$ cat src/rtl/cal_pkg.sv
package cal_pkg;
  localparam int unsigned NUM_FIELDS = 8;

  typedef enum logic [2:0] {
    F_CSEC = 3'd0, F_SEC = 3'd1, F_MIN = 3'd2, F_HOUR = 3'd3,
    F_DOW = 3'd4, F_DATE = 3'd5, F_MONTH = 3'd6, F_YEAR = 3'd7
  } field_e;

  function automatic logic [7:0] bcd_inc8(input logic [7:0] v);
    if (v[3:0] == 4'h9) return {v[7:4] + 4'h1, 4'h0};
    return {v[7:4], v[3:0] + 4'h1};
  endfunction

  function automatic logic leap_bcd(input logic [7:0] yr);
    if (!yr[4]) return (yr[3:0] == 4'h0) || (yr[3:0] == 4'h4) || (yr[3:0] == 4'h8);
    return (yr[3:0] == 4'h2) || (yr[3:0] == 4'h6);
  endfunction

  function automatic logic [7:0] month_days(input logic [7:0] mon, input logic [7:0] yr);
    case (mon)
      8'h02: return leap_bcd(yr) ? 8'h29 : 8'h28;
      8'h04, 8'h06, 8'h09, 8'h11: return 8'h30;
      default: return 8'h31;
    endcase
  endfunction

  function automatic logic [7:0] field_lo(input int i);
    return (i == int'(F_DOW) || i == int'(F_DATE) || i == int'(F_MONTH)) ? 8'h01 : 8'h00;
  endfunction
endpackage

$ cat src/rtl/cal_prescaler.sv
module cal_prescaler #(
  parameter int unsigned DIV = 4
) (
  input  logic clk_i,
  input  logic rst_ni,
  input  logic base_tick_i,
  input  logic run_i,
  input  logic clr_i,
  output logic tick_o
);
  localparam int unsigned CW = (DIV > 2) ? $clog2(DIV) : 1;
  localparam logic [CW-1:0] LAST = CW'(DIV - 1);

  logic [CW-1:0] cnt_q;
  logic          step;

  assign step   = base_tick_i && run_i && !clr_i;
  assign tick_o = step && (cnt_q == LAST);

  always_ff @(posedge clk_i or negedge rst_ni) begin
    if (!rst_ni)      cnt_q <= '0;
    else if (clr_i)   cnt_q <= '0;
    else if (step)    cnt_q <= (cnt_q == LAST) ? '0 : cnt_q + 1'b1;
  end

  AST_TICK_GAP: assert property (@(posedge clk_i) disable iff (!rst_ni)
    tick_o |=> !tick_o);
  AST_NO_TICK_AFTER_CLR: assert property (@(posedge clk_i) disable iff (!rst_ni)
    clr_i |=> !tick_o);
endmodule

$ cat src/rtl/bcd_field_ctr.sv
module bcd_field_ctr
  import cal_pkg::*;
#(
  parameter logic [7:0] LO = 8'h00
) (
  input  logic       clk_i,
  input  logic       rst_ni,
  input  logic       ld_i,
  input  logic [7:0] ld_val_i,
  input  logic       inc_i,
  input  logic [7:0] hi_i,
  output logic [7:0] val_o,
  output logic       at_max_o
);
  logic [7:0] val_q;

  assign val_o    = val_q;
  assign at_max_o = (val_q == hi_i);

  always_ff @(posedge clk_i or negedge rst_ni) begin
    if (!rst_ni)     val_q <= LO;
    else if (ld_i)   val_q <= ld_val_i;
    else if (inc_i)  val_q <= at_max_o ? LO : bcd_inc8(val_q);
  end

  AST_WRAP_TO_LO: assert property (@(posedge clk_i) disable iff (!rst_ni)
    (inc_i && !ld_i && val_q == hi_i) |=> (val_o == LO));
  AST_BCD_STEP: assert property (@(posedge clk_i) disable iff (!rst_ni)
    (inc_i && !ld_i && val_q != hi_i && val_q[3:0] != 4'h9) |=> (val_o == $past(val_q) + 8'h01));
  AST_HOLD_IDLE: assert property (@(posedge clk_i) disable iff (!rst_ni)
    (!inc_i && !ld_i) |=> $stable(val_o));
endmodule

$ cat src/rtl/bcd_calendar_clock.sv
module bcd_calendar_clock
  import cal_pkg::*;
#(
  parameter int unsigned DIV = 4
) (
  input  logic       clk_i,
  input  logic       rst_ni,
  input  logic       base_tick_i,
  input  logic       wr_en_i,
  input  logic [2:0] wr_addr_i,
  input  logic [7:0] wr_data_i,
  output logic [7:0] csec_o,
  output logic [6:0] sec_o,
  output logic [6:0] min_o,
  output logic [5:0] hour_o,
  output logic [2:0] dow_o,
  output logic [5:0] date_o,
  output logic [4:0] month_o,
  output logic [7:0] year_o,
  output logic       stop_o,
  output logic       cent_en_o,
  output logic       cent_o
);
  localparam int unsigned NF = NUM_FIELDS;

  logic [7:0]    fld   [NF];
  logic [7:0]    hi    [NF];
  logic [7:0]    ldv   [NF];
  logic [NF-1:0] ld, inc, at_max;
  logic          tick;
  logic          stop_q, cent_en_q, cent_q;
  logic          wr_sec, wr_hour, year_wrap;

  assign wr_sec  = wr_en_i && (wr_addr_i == F_SEC);
  assign wr_hour = wr_en_i && (wr_addr_i == F_HOUR);

  cal_prescaler #(.DIV(DIV)) u_presc (
    .clk_i      (clk_i),
    .rst_ni     (rst_ni),
    .base_tick_i(base_tick_i),
    .run_i      (!stop_q),
    .clr_i      (wr_en_i),
    .tick_o     (tick)
  );

  always_comb begin
    hi[F_CSEC]  = 8'h99;
    hi[F_SEC]   = 8'h59;
    hi[F_MIN]   = 8'h59;
    hi[F_HOUR]  = 8'h23;
    hi[F_DOW]   = 8'h07;
    hi[F_DATE]  = month_days(fld[F_MONTH], fld[F_YEAR]);
    hi[F_MONTH] = 8'h12;
    hi[F_YEAR]  = 8'h99;
  end

  always_comb begin
    ldv[F_CSEC]  = 8'h00;
    ldv[F_SEC]   = {1'b0, wr_data_i[6:0]};
    ldv[F_MIN]   = {1'b0, wr_data_i[6:0]};
    ldv[F_HOUR]  = {2'b00, wr_data_i[5:0]};
    ldv[F_DOW]   = {5'b0, wr_data_i[2:0]};
    ldv[F_DATE]  = {2'b00, wr_data_i[5:0]};
    ldv[F_MONTH] = {3'b000, wr_data_i[4:0]};
    ldv[F_YEAR]  = wr_data_i;
    for (int i = 0; i < int'(NF); i++)
      ld[i] = wr_en_i && ((i == 0) || (wr_addr_i == 3'(i)));
  end

  // carry chain; dow and date share the hour carry
  always_comb begin
    inc          = '0;
    inc[F_CSEC]  = tick;
    inc[F_SEC]   = inc[F_CSEC] && at_max[F_CSEC];
    inc[F_MIN]   = inc[F_SEC]  && at_max[F_SEC];
    inc[F_HOUR]  = inc[F_MIN]  && at_max[F_MIN];
    inc[F_DOW]   = inc[F_HOUR] && at_max[F_HOUR];
    inc[F_DATE]  = inc[F_HOUR] && at_max[F_HOUR];
    inc[F_MONTH] = inc[F_DATE] && at_max[F_DATE];
    inc[F_YEAR]  = inc[F_MONTH] && at_max[F_MONTH];
  end

  assign year_wrap = inc[F_YEAR] && at_max[F_YEAR];

  for (genvar g = 0; g < int'(NF); g++) begin : g_field
    bcd_field_ctr #(.LO(field_lo(g))) u_ctr (
      .clk_i   (clk_i),
      .rst_ni  (rst_ni),
      .ld_i    (ld[g]),
      .ld_val_i(ldv[g]),
      .inc_i   (inc[g]),
      .hi_i    (hi[g]),
      .val_o   (fld[g]),
      .at_max_o(at_max[g])
    );
  end

  always_ff @(posedge clk_i or negedge rst_ni) begin
    if (!rst_ni) begin
      stop_q    <= 1'b0;
      cent_en_q <= 1'b0;
      cent_q    <= 1'b0;
    end else begin
      if (wr_sec) stop_q <= wr_data_i[7];
      if (wr_hour) begin
        cent_en_q <= wr_data_i[7];
        cent_q    <= wr_data_i[6];
      end else if (year_wrap && cent_en_q) begin
        cent_q <= ~cent_q;
      end
    end
  end

  assign csec_o    = fld[F_CSEC];
  assign sec_o     = fld[F_SEC][6:0];
  assign min_o     = fld[F_MIN][6:0];
  assign hour_o    = fld[F_HOUR][5:0];
  assign dow_o     = fld[F_DOW][2:0];
  assign date_o    = fld[F_DATE][5:0];
  assign month_o   = fld[F_MONTH][4:0];
  assign year_o    = fld[F_YEAR];
  assign stop_o    = stop_q;
  assign cent_en_o = cent_en_q;
  assign cent_o    = cent_q;

  AST_WR_CLEARS_CSEC: assert property (@(posedge clk_i) disable iff (!rst_ni)
    wr_en_i |=> (csec_o == 8'h00));
  AST_STOP_FREEZE: assert property (@(posedge clk_i) disable iff (!rst_ni)
    (stop_q && !wr_en_i) |=> ($stable(csec_o) && $stable(sec_o)));
  AST_CENT_HOLD: assert property (@(posedge clk_i) disable iff (!rst_ni)
    (!cent_en_q && !wr_hour) |=> $stable(cent_o));
  AST_CENT_FLIP: assert property (@(posedge clk_i) disable iff (!rst_ni)
    (cent_en_q && !wr_hour && year_wrap) |=> (cent_o != $past(cent_o)));
  AST_DOW_WITH_DATE: assert property (@(posedge clk_i) disable iff (!rst_ni)
    (inc[F_DATE] && !wr_en_i && dow_o == 3'd7) |=> (dow_o == 3'd1));
endmodule

$ cat config.mk
export PLATFORM = sky130hd
export DESIGN_NAME = bcd_calendar_clock
export DESIGN_NICKNAME = d
export VERILOG_FILES = /design/src/rtl/cal_pkg.sv /design/src/rtl/cal_prescaler.sv /design/src/rtl/bcd_field_ctr.sv /design/src/rtl/bcd_calendar_clock.sv
export SDC_FILE = /design/constraint.sdc
export NUM_CORES = 1
export LEC_CHECK = 0
export BUFFER_PORTS_ARGS = -buffer_cell sky130_fd_sc_hd__buf_2
export CAP_MARGIN = 20
export CORE_MARGIN = 4
export CORE_UTILIZATION = 30
export CTS_BUF_LIST = sky130_fd_sc_hd__clkbuf_8
export CTS_CLUSTER_SIZE = 12
export DETAILED_ROUTE_END_ITERATION = 8
export GPL_TIMING_DRIVEN = 0
export SETUP_SLACK_MARGIN = 0.1
export SYNTH_ARGS = -nofsm -noshare
export SYNTH_HDL_FRONTEND = slang
export SYNTH_SLANG_ARGS = --single-unit
$ cat constraint.sdc
create_clock -name clk_i -period 3.6 [get_ports clk_i]
set_clock_uncertainty 0.15 [all_clocks]
set_input_delay 0 -clock clk_i [delete_from_list [all_inputs] [get_ports clk_i]]
set_output_delay 0 -clock clk_i [all_outputs]
set_load 0.02 [all_outputs]
==> flow_metrics.env, run 1 <==
export IMPL_grtUsageMet1=0.207
export IMPL_postLayoutCoreUtil=0.364
export IMPL_dp_hpwl_um=9420
export IMPL_final_cell_count_no_fill=875
export IMPL_clock_latency_ps=360
export IMPL_cellPowerDensity_mw_per_mm2=439
export IMPL_io_pins=68
export IMPL_worstPathArrival_ps=3160
export IMPL_ys_seq_elements=69
export IMPL_rsz0062_at_grt="false"
export IMPL_ys_types=60
export IMPL_htree_levels=3
export IMPL_gp_congestion=0.822
export IMPL_clock_sinks=69
export IMPL_drive_gt1_frac=0.232
export IMPL_grt_first_pass_wirelength_um=20800
export IMPL_register_area_mm2=0.00173
export IMPL_path_cells="inv_1 > ha_1 > nand3b_1 > nor4_1 > nand3_1 > nor2_1 > nand2_1 > o311ai_0"
export IMPL_crit_path_max_fanout=5
export IMPL_hp_class="in2async"
export IMPL_netlist_instances=566
export IMPL_post_drt_via_cell_ratio=4.84
export IMPL_use_met3=0.0227
export IMPL_antenna_found_initial=0
export IMPL_whs_ps=51.4
export IMPL_synth_warnings=0
export IMPL_synthDominantCellAreaShare=0.341
export IMPL_synthesis_area_mm2=0.00484
export IMPL_stdcell_area_mm2=0.00575
export IMPL_seq_area_frac_synth=0.357
export IMPL_cts_root_buf="clkbuf_8"
export IMPL_pre_cts_ws_ps=586
export IMPL_maxCapViolCount=0
export IMPL_initial_utilization=0.306
export IMPL_tightest_slew_ps=716
export IMPL_intPower_mw=1.58
export IMPL_total_power_mw=2.53
export IMPL_antenna_cells=0
export IMPL_drtPass1Iterations=4
export IMPL_grt_use_total=0.144
export IMPL_antenna_left=0
export IMPL_row_count=46
export IMPL_syn_num_nets=608
export IMPL_path_depth=8
export IMPL_power_leakage_nw=2.56
export IMPL_fill_cells=1664
export IMPL_tns_ps=0
export IMPL_post_place_cells=847
export IMPL_hold_viol_final=0
export IMPL_synthFlopType="dfrtp_1"
export IMPL_status="finished clean"
export IMPL_cp_top_family="simple AND/OR/NAND/NOR gates"
export IMPL_path_clk_slew_ps=80
export IMPL_cp_num_buf_inv=1
export IMPL_drt_first_iter_violations=266
export IMPL_first_global_vias=3926
export IMPL_cp_required_ps=3680
export IMPL_post_cts_buffers=0
export IMPL_final_cell_mix="buf_2 (66), dfrtp_1 (66), nor2_1 (56)"
export IMPL_grt_max_degree=59
export IMPL_slowest_stage="nor4_1"
export IMPL_synth_area_leaders="dfrtp_1 (34%), buf_4 (8.1%), ha_1 (7.0%)"
export IMPL_synth_edf_count=0
export IMPL_route_detailed_drc=0
export IMPL_cts_tree="built"
export IMPL_reg2reg_depth=8
export IMPL_slew_headroom=0.518
export IMPL_die_y_um=135
export IMPL_yosysTopAreaCell="dfrtp_1"
export IMPL_dpl_cell_area_mm2=0.00546
export IMPL_area_growth_pct=18.8
export IMPL_io_buffers=64
export IMPL_core_mm2=0.0158
export IMPL_setup_ws_ps=513
export IMPL_critical_path_max_stage_delay_ps=690
export IMPL_die_x_um=135
export IMPL_wl_per_cell_um=14.7
export IMPL_routed_wl_um=12800
export IMPL_numCtsBuffers=9
export IMPL_min_period_ps=3090
export IMPL_grt_use_met2=0.214
export IMPL_grt_busiest_layer="met2"
export IMPL_clockBufferDepth=2
export IMPL_fp_dieArea_mm2=0.0182
export IMPL_setup_viol=0
export IMPL_clock_fmax_ghz=0.324
export IMPL_power_frac_seq=0.421
export IMPL_vias=4232
export IMPL_crit_path_start_kind="flip-flop"
export IMPL_drv_slew=0
export IMPL_p_sw_frac=0.374
export IMPL_overflow=0
export IMPL_p_clk_frac=0.229
export IMPL_nets=696
export IMPL_switching_power_mw=0.946
export IMPL_crit_type="reg2reg"
export IMPL_syn_avg_cell_area_um2=8.56
export IMPL_end_kind="flip-flop"
export IMPL_ir_drop_v=0.000179
export IMPL_multiInputGateArea_mm2=0.00255
export IMPL_power_frac_comb=0.350
export IMPL_async_reset_ff_frac=1.00
export IMPL_min_period_over_period=0.858
-- worst register-to-register path, cell delays in order, from the launching register on --
cell      delay (ps)
dfrtp_1          450
inv_1             80
ha_1             180
nand3b_1         180
nor4_1           690
nand3_1          300
nor2_1           460
nand2_1          140
o311ai_0         330
-- power groups by stage --
| stage | Combinational (mW) | Clock (mW) | Sequential (mW) |
|---|---|---|---|
| 3_5_place_dp | 0.879 | 0 | 1.08 |
| 4_1_cts | 0.893 | 0.600 | 1.06 |
| 5_1_grt | 0.983 | 0.641 | 1.09 |
| 6_report | 0.885 | 0.579 | 1.06 |
| 2_1_floorplan | 0.645 | 0 | 1.03 |
| 3_3_place_gp | 0.867 | 0 | 1.08 |
-- flip-flops by register name, summed over array words and instances (netlist names) --
signal / cells
u_presc.cnt_q: 2
cent_en_o: 1
g_field.u_ctr.val_o: 64
stop_o: 1
cent_o: 1
-- logic make-up after synthesis --
logic type	share of synthesized area
and+or+nand+nor	0.245
DFF	0.357
muxes	0.0351
AOI/OAI and AO/OA	0.155
buffers and inverters	0.116
adders and majority gates	0.0698
xor gates and xnor gates	0.0217
-- routing by layer --
metal  vias up  part of all wire
li1       2139                 -
met1      1974              0.49
met2       100              0.44
met3        19             0.048
met4         0             0.023
met5         -                 0
-- final cells by class --
cell class / count / share of cell area
multi-input cells: 403 / 0.443
repair buffers: 77 / 0.0818
well taps: 216 / 0.0470
flip-flops and latches: 69 / 0.301
plain buffers: 68 / 0.0805
inverters: 26 / 0.0170
clock inverters: 5 / 0.00348
clock buffers: 11 / 0.0263
-- cells in the mapped netlist, types with 10 or more instances --
master and count:
nor2_1 56, buf_4 52, a21oi_1 41, nand4_1 14
nand3_1 14, nand2_1 51, o21ai_0 41, nor3_1 26
inv_1 26, clkbuf_1 11, ha_1 27, mux2i_1 10
dfrtp_1 66
-- final timing paths --
| kind | startpoint | end | slack, ps |
|---|---|---|---|
| setup reg to reg | g_field[1].u_ctr.val_o[1]$_DFFE_PN0P_ | g_field[5].u_ctr.val_o[2]$_DFFE_PN0P_ | 510 |
| max in group asynchronous | rst_ni | g_field[2].u_ctr.val_o[3]$_DFFE_PN0P_ | 2320 |
| setup / recovery | g_field[1].u_ctr.val_o[1]$_DFFE_PN0P_ | g_field[5].u_ctr.val_o[2]$_DFFE_PN0P_ | 510 |
| hold reg to reg | g_field[4].u_ctr.val_o[7]$_DFFE_PN0P_ | g_field[4].u_ctr.val_o[7]$_DFFE_PN0P_ | 340 |
| min in group clk_i | wr_addr_i[1] | g_field[7].u_ctr.val_o[2]$_DFFE_PN0P_ | 60 |
| hold / removal | rst_ni | u_presc.cnt_q[1]$_DFFE_PN0P_ | 50 |
-- what timing repair did --
item,in CTS,in global routing
gates resized for setup,0,0
hold endpoints to repair,116,0
hold buffers,12,0
(Power assumes the default switching activity.)
==> run 2: changes to the inputs <==
- clock period: 3.6 -> 2.85 ns (I/O delays scaled with it)
==> run 2 against run 1 <==
Effect of this change:
- non-clock buffer count increased by 23
- critical path depth increased by 2
- combinational power increased by 31%
- clock power increased by 27%
- critical path type unchanged
- critical endpoint is now cent_o$_DFFE_PN0P_
- largest cell class unchanged
==> flow_metrics.env, run 2 (synthesis gave the netlist of run 1 again) <==
export IMPL_numCtsBuffers=9
export IMPL_antenna_left=0
export IMPL_crit_type="reg2reg"
export IMPL_core_mm2=0.0158
export IMPL_path_cells="inv_2 > ha_4 > nor3b_4 > nand4_1 > o211ai_1 > mux2i_4 > buf_6 > nand4_1 > xnor2_1 > mux2_4"
export IMPL_hp_class="in2async"
export IMPL_clockBufferDepth=2
export IMPL_routed_wl_um=13300
export IMPL_drt_first_iter_violations=253
export IMPL_cts_root_buf="clkbuf_8"
export IMPL_grt_use_total=0.145
export IMPL_clock_sinks=69
export IMPL_drive_gt1_frac=0.282
export IMPL_route_detailed_drc=0
export IMPL_path_clk_slew_ps=70
export IMPL_highest_layer="met4"
export IMPL_cp_required_ps=2940
export IMPL_die_x_um=135
export IMPL_critical_path_max_stage_delay_ps=430
export IMPL_min_period_over_period=0.964
export IMPL_row_count=46
export IMPL_setup_viol=0
export IMPL_io_buffers=64
export IMPL_final_common_cell="buf_4"
export IMPL_ir_drop_v=0.000227
export IMPL_whs_ps=50.1
export IMPL_drv_slew=0
export IMPL_cellPowerDensity_mw_per_mm2=533
export IMPL_rsz0062_at_grt="true"
export IMPL_cts_tree="built"
export IMPL_postLayoutCoreUtil=0.385
export IMPL_post_place_cells=847
export IMPL_vias=4341
export IMPL_post_drt_via_cell_ratio=4.83
export IMPL_drtPass1Iterations=5
export IMPL_overflow=0
export IMPL_htree_levels=3
export IMPL_first_global_vias=4004
export IMPL_hold_viol_final=0
export IMPL_clock_fmax_ghz=0.364
export IMPL_fp_dieArea_mm2=0.0182
export IMPL_initial_utilization=0.306
export IMPL_slowest_stage="mux2i_4"
export IMPL_crit_path_max_fanout=6
export IMPL_routed_wl_met3_um=561
export IMPL_crit_path_start_kind="flip-flop"
export IMPL_die_y_um=135
export IMPL_status="finished clean"
export IMPL_final_cell_mix="buf_4 (73), dfrtp_1 (66), buf_2 (65)"
export IMPL_maxCapViolCount=0
export IMPL_antenna_found_initial=0
export IMPL_tightest_slew_ps=900
export IMPL_final_cell_count_no_fill=898
export IMPL_slew_headroom=0.399
export IMPL_cp_common_cell="nand4_1"
export IMPL_area_growth_pct=25.7
export IMPL_nets=719
export IMPL_worstPathArrival_ps=2840
export IMPL_met2_length_um=5930
export IMPL_dp_hpwl_um=9420
export IMPL_grt_max_degree=59
export IMPL_power_leakage_nw=2.77
export IMPL_gp_congestion=0.822
export IMPL_antenna_cells=0
export IMPL_cp_num_buf_inv=2
export IMPL_wl_per_cell_um=14.8
export IMPL_min_period_ps=2750
export IMPL_m1WireLength_um=6490
export IMPL_clock_latency_ps=360
export IMPL_cp_top_family="multiplexers"
export IMPL_io_pins=68
export IMPL_end_kind="flip-flop"
export IMPL_largest_reg_flops=64
export IMPL_grt_first_pass_wirelength_um=20900
-- run 2: final cells by class --
| class | count | area [um^2] |
|---|---|---|
| clock buffers | 11 | 151 |
| multi-input cells | 403 | 2670 |
| flip-flops and latches | 69 | 1730 |
| repair buffers | 100 | 668 |
| plain buffers | 68 | 480 |
| clock inverters | 5 | 20.0 |
| inverters | 26 | 97.6 |
| well taps | 216 | 270 |
| fillers | 1640 | 9740 |
-- run 2: timing repair --
action | 4_1_cts | 5_1_grt
cloned | 1 | 1
hold buffers | 12 | 0
setup buffers | 6 | 15
endpoints found under the setup margin | 28 | 34
hold endpoints to repair | 116 | 0
pin swaps | 1 | 15
gates resized for setup | 9 | 31
-- run 2: report_power, final --
part           leakage [nW]  internal (mW)  switching, mW
Combinational          1.81          0.543          0.621
Sequential            0.853           1.13          0.217
Clock                 0.104          0.350          0.385
Total                  2.77           2.02           1.22
-- run 2: routing by layer --
layer	up-vias	track usage
met5	-	0
met1	2038	0.205
met3	21	0.0246
li1	2191	-
met4	0	0.0672
met2	91	0.217
-- run 2: per-stage QoR --
stage	total power, mW	cell area [um^2]	setup TNS, ps	setup WS, ps
6_report	3.24	6090	0	102
5_1_grt	3.47	6090	-38.8	-26.0
4_1_cts	3.24	5840	0	54.7
3_5_place_dp	2.47	5460	-543	-164
3_3_place_gp	2.45	5430	-463	-185
2_1_floorplan	2.12	4840	0	329
-- run 2: path summary, 6_finish.rpt --
path / startpoint / to / slack (ps) / cells past startpoint
max: g_field[6].u_ctr.val_o[5]$_DFFE_PN0P_ / cent_o$_DFFE_PN0P_ / 100 / 10
min: rst_ni / g_field[7].u_ctr.val_o[3]$_DFFE_PN0P_ / 50 / 3
max reg2reg: g_field[6].u_ctr.val_o[5]$_DFFE_PN0P_ / cent_o$_DFFE_PN0P_ / 100 / 10
min reg2reg: g_field[4].u_ctr.val_o[7]$_DFFE_PN0P_ / g_field[4].u_ctr.val_o[7]$_DFFE_PN0P_ / 340 / 1
max in group asynchronous: rst_ni / g_field[2].u_ctr.val_o[3]$_DFFE_PN0P_ / 1580 / 3
min in group clk_i: wr_addr_i[1] / g_field[6].u_ctr.val_o[2]$_DFFE_PN0P_ / 50 / 3
-- run 2: worst reg2reg max path: stages, from the launching register on --
cell,delay (ps)
dfrtp_1,390
inv_2,90
ha_4,140
nor3b_4,180
nand4_1,140
o211ai_1,390
mux2i_4,430
buf_6,200
nand4_1,110
xnor2_1,140
mux2_4,260
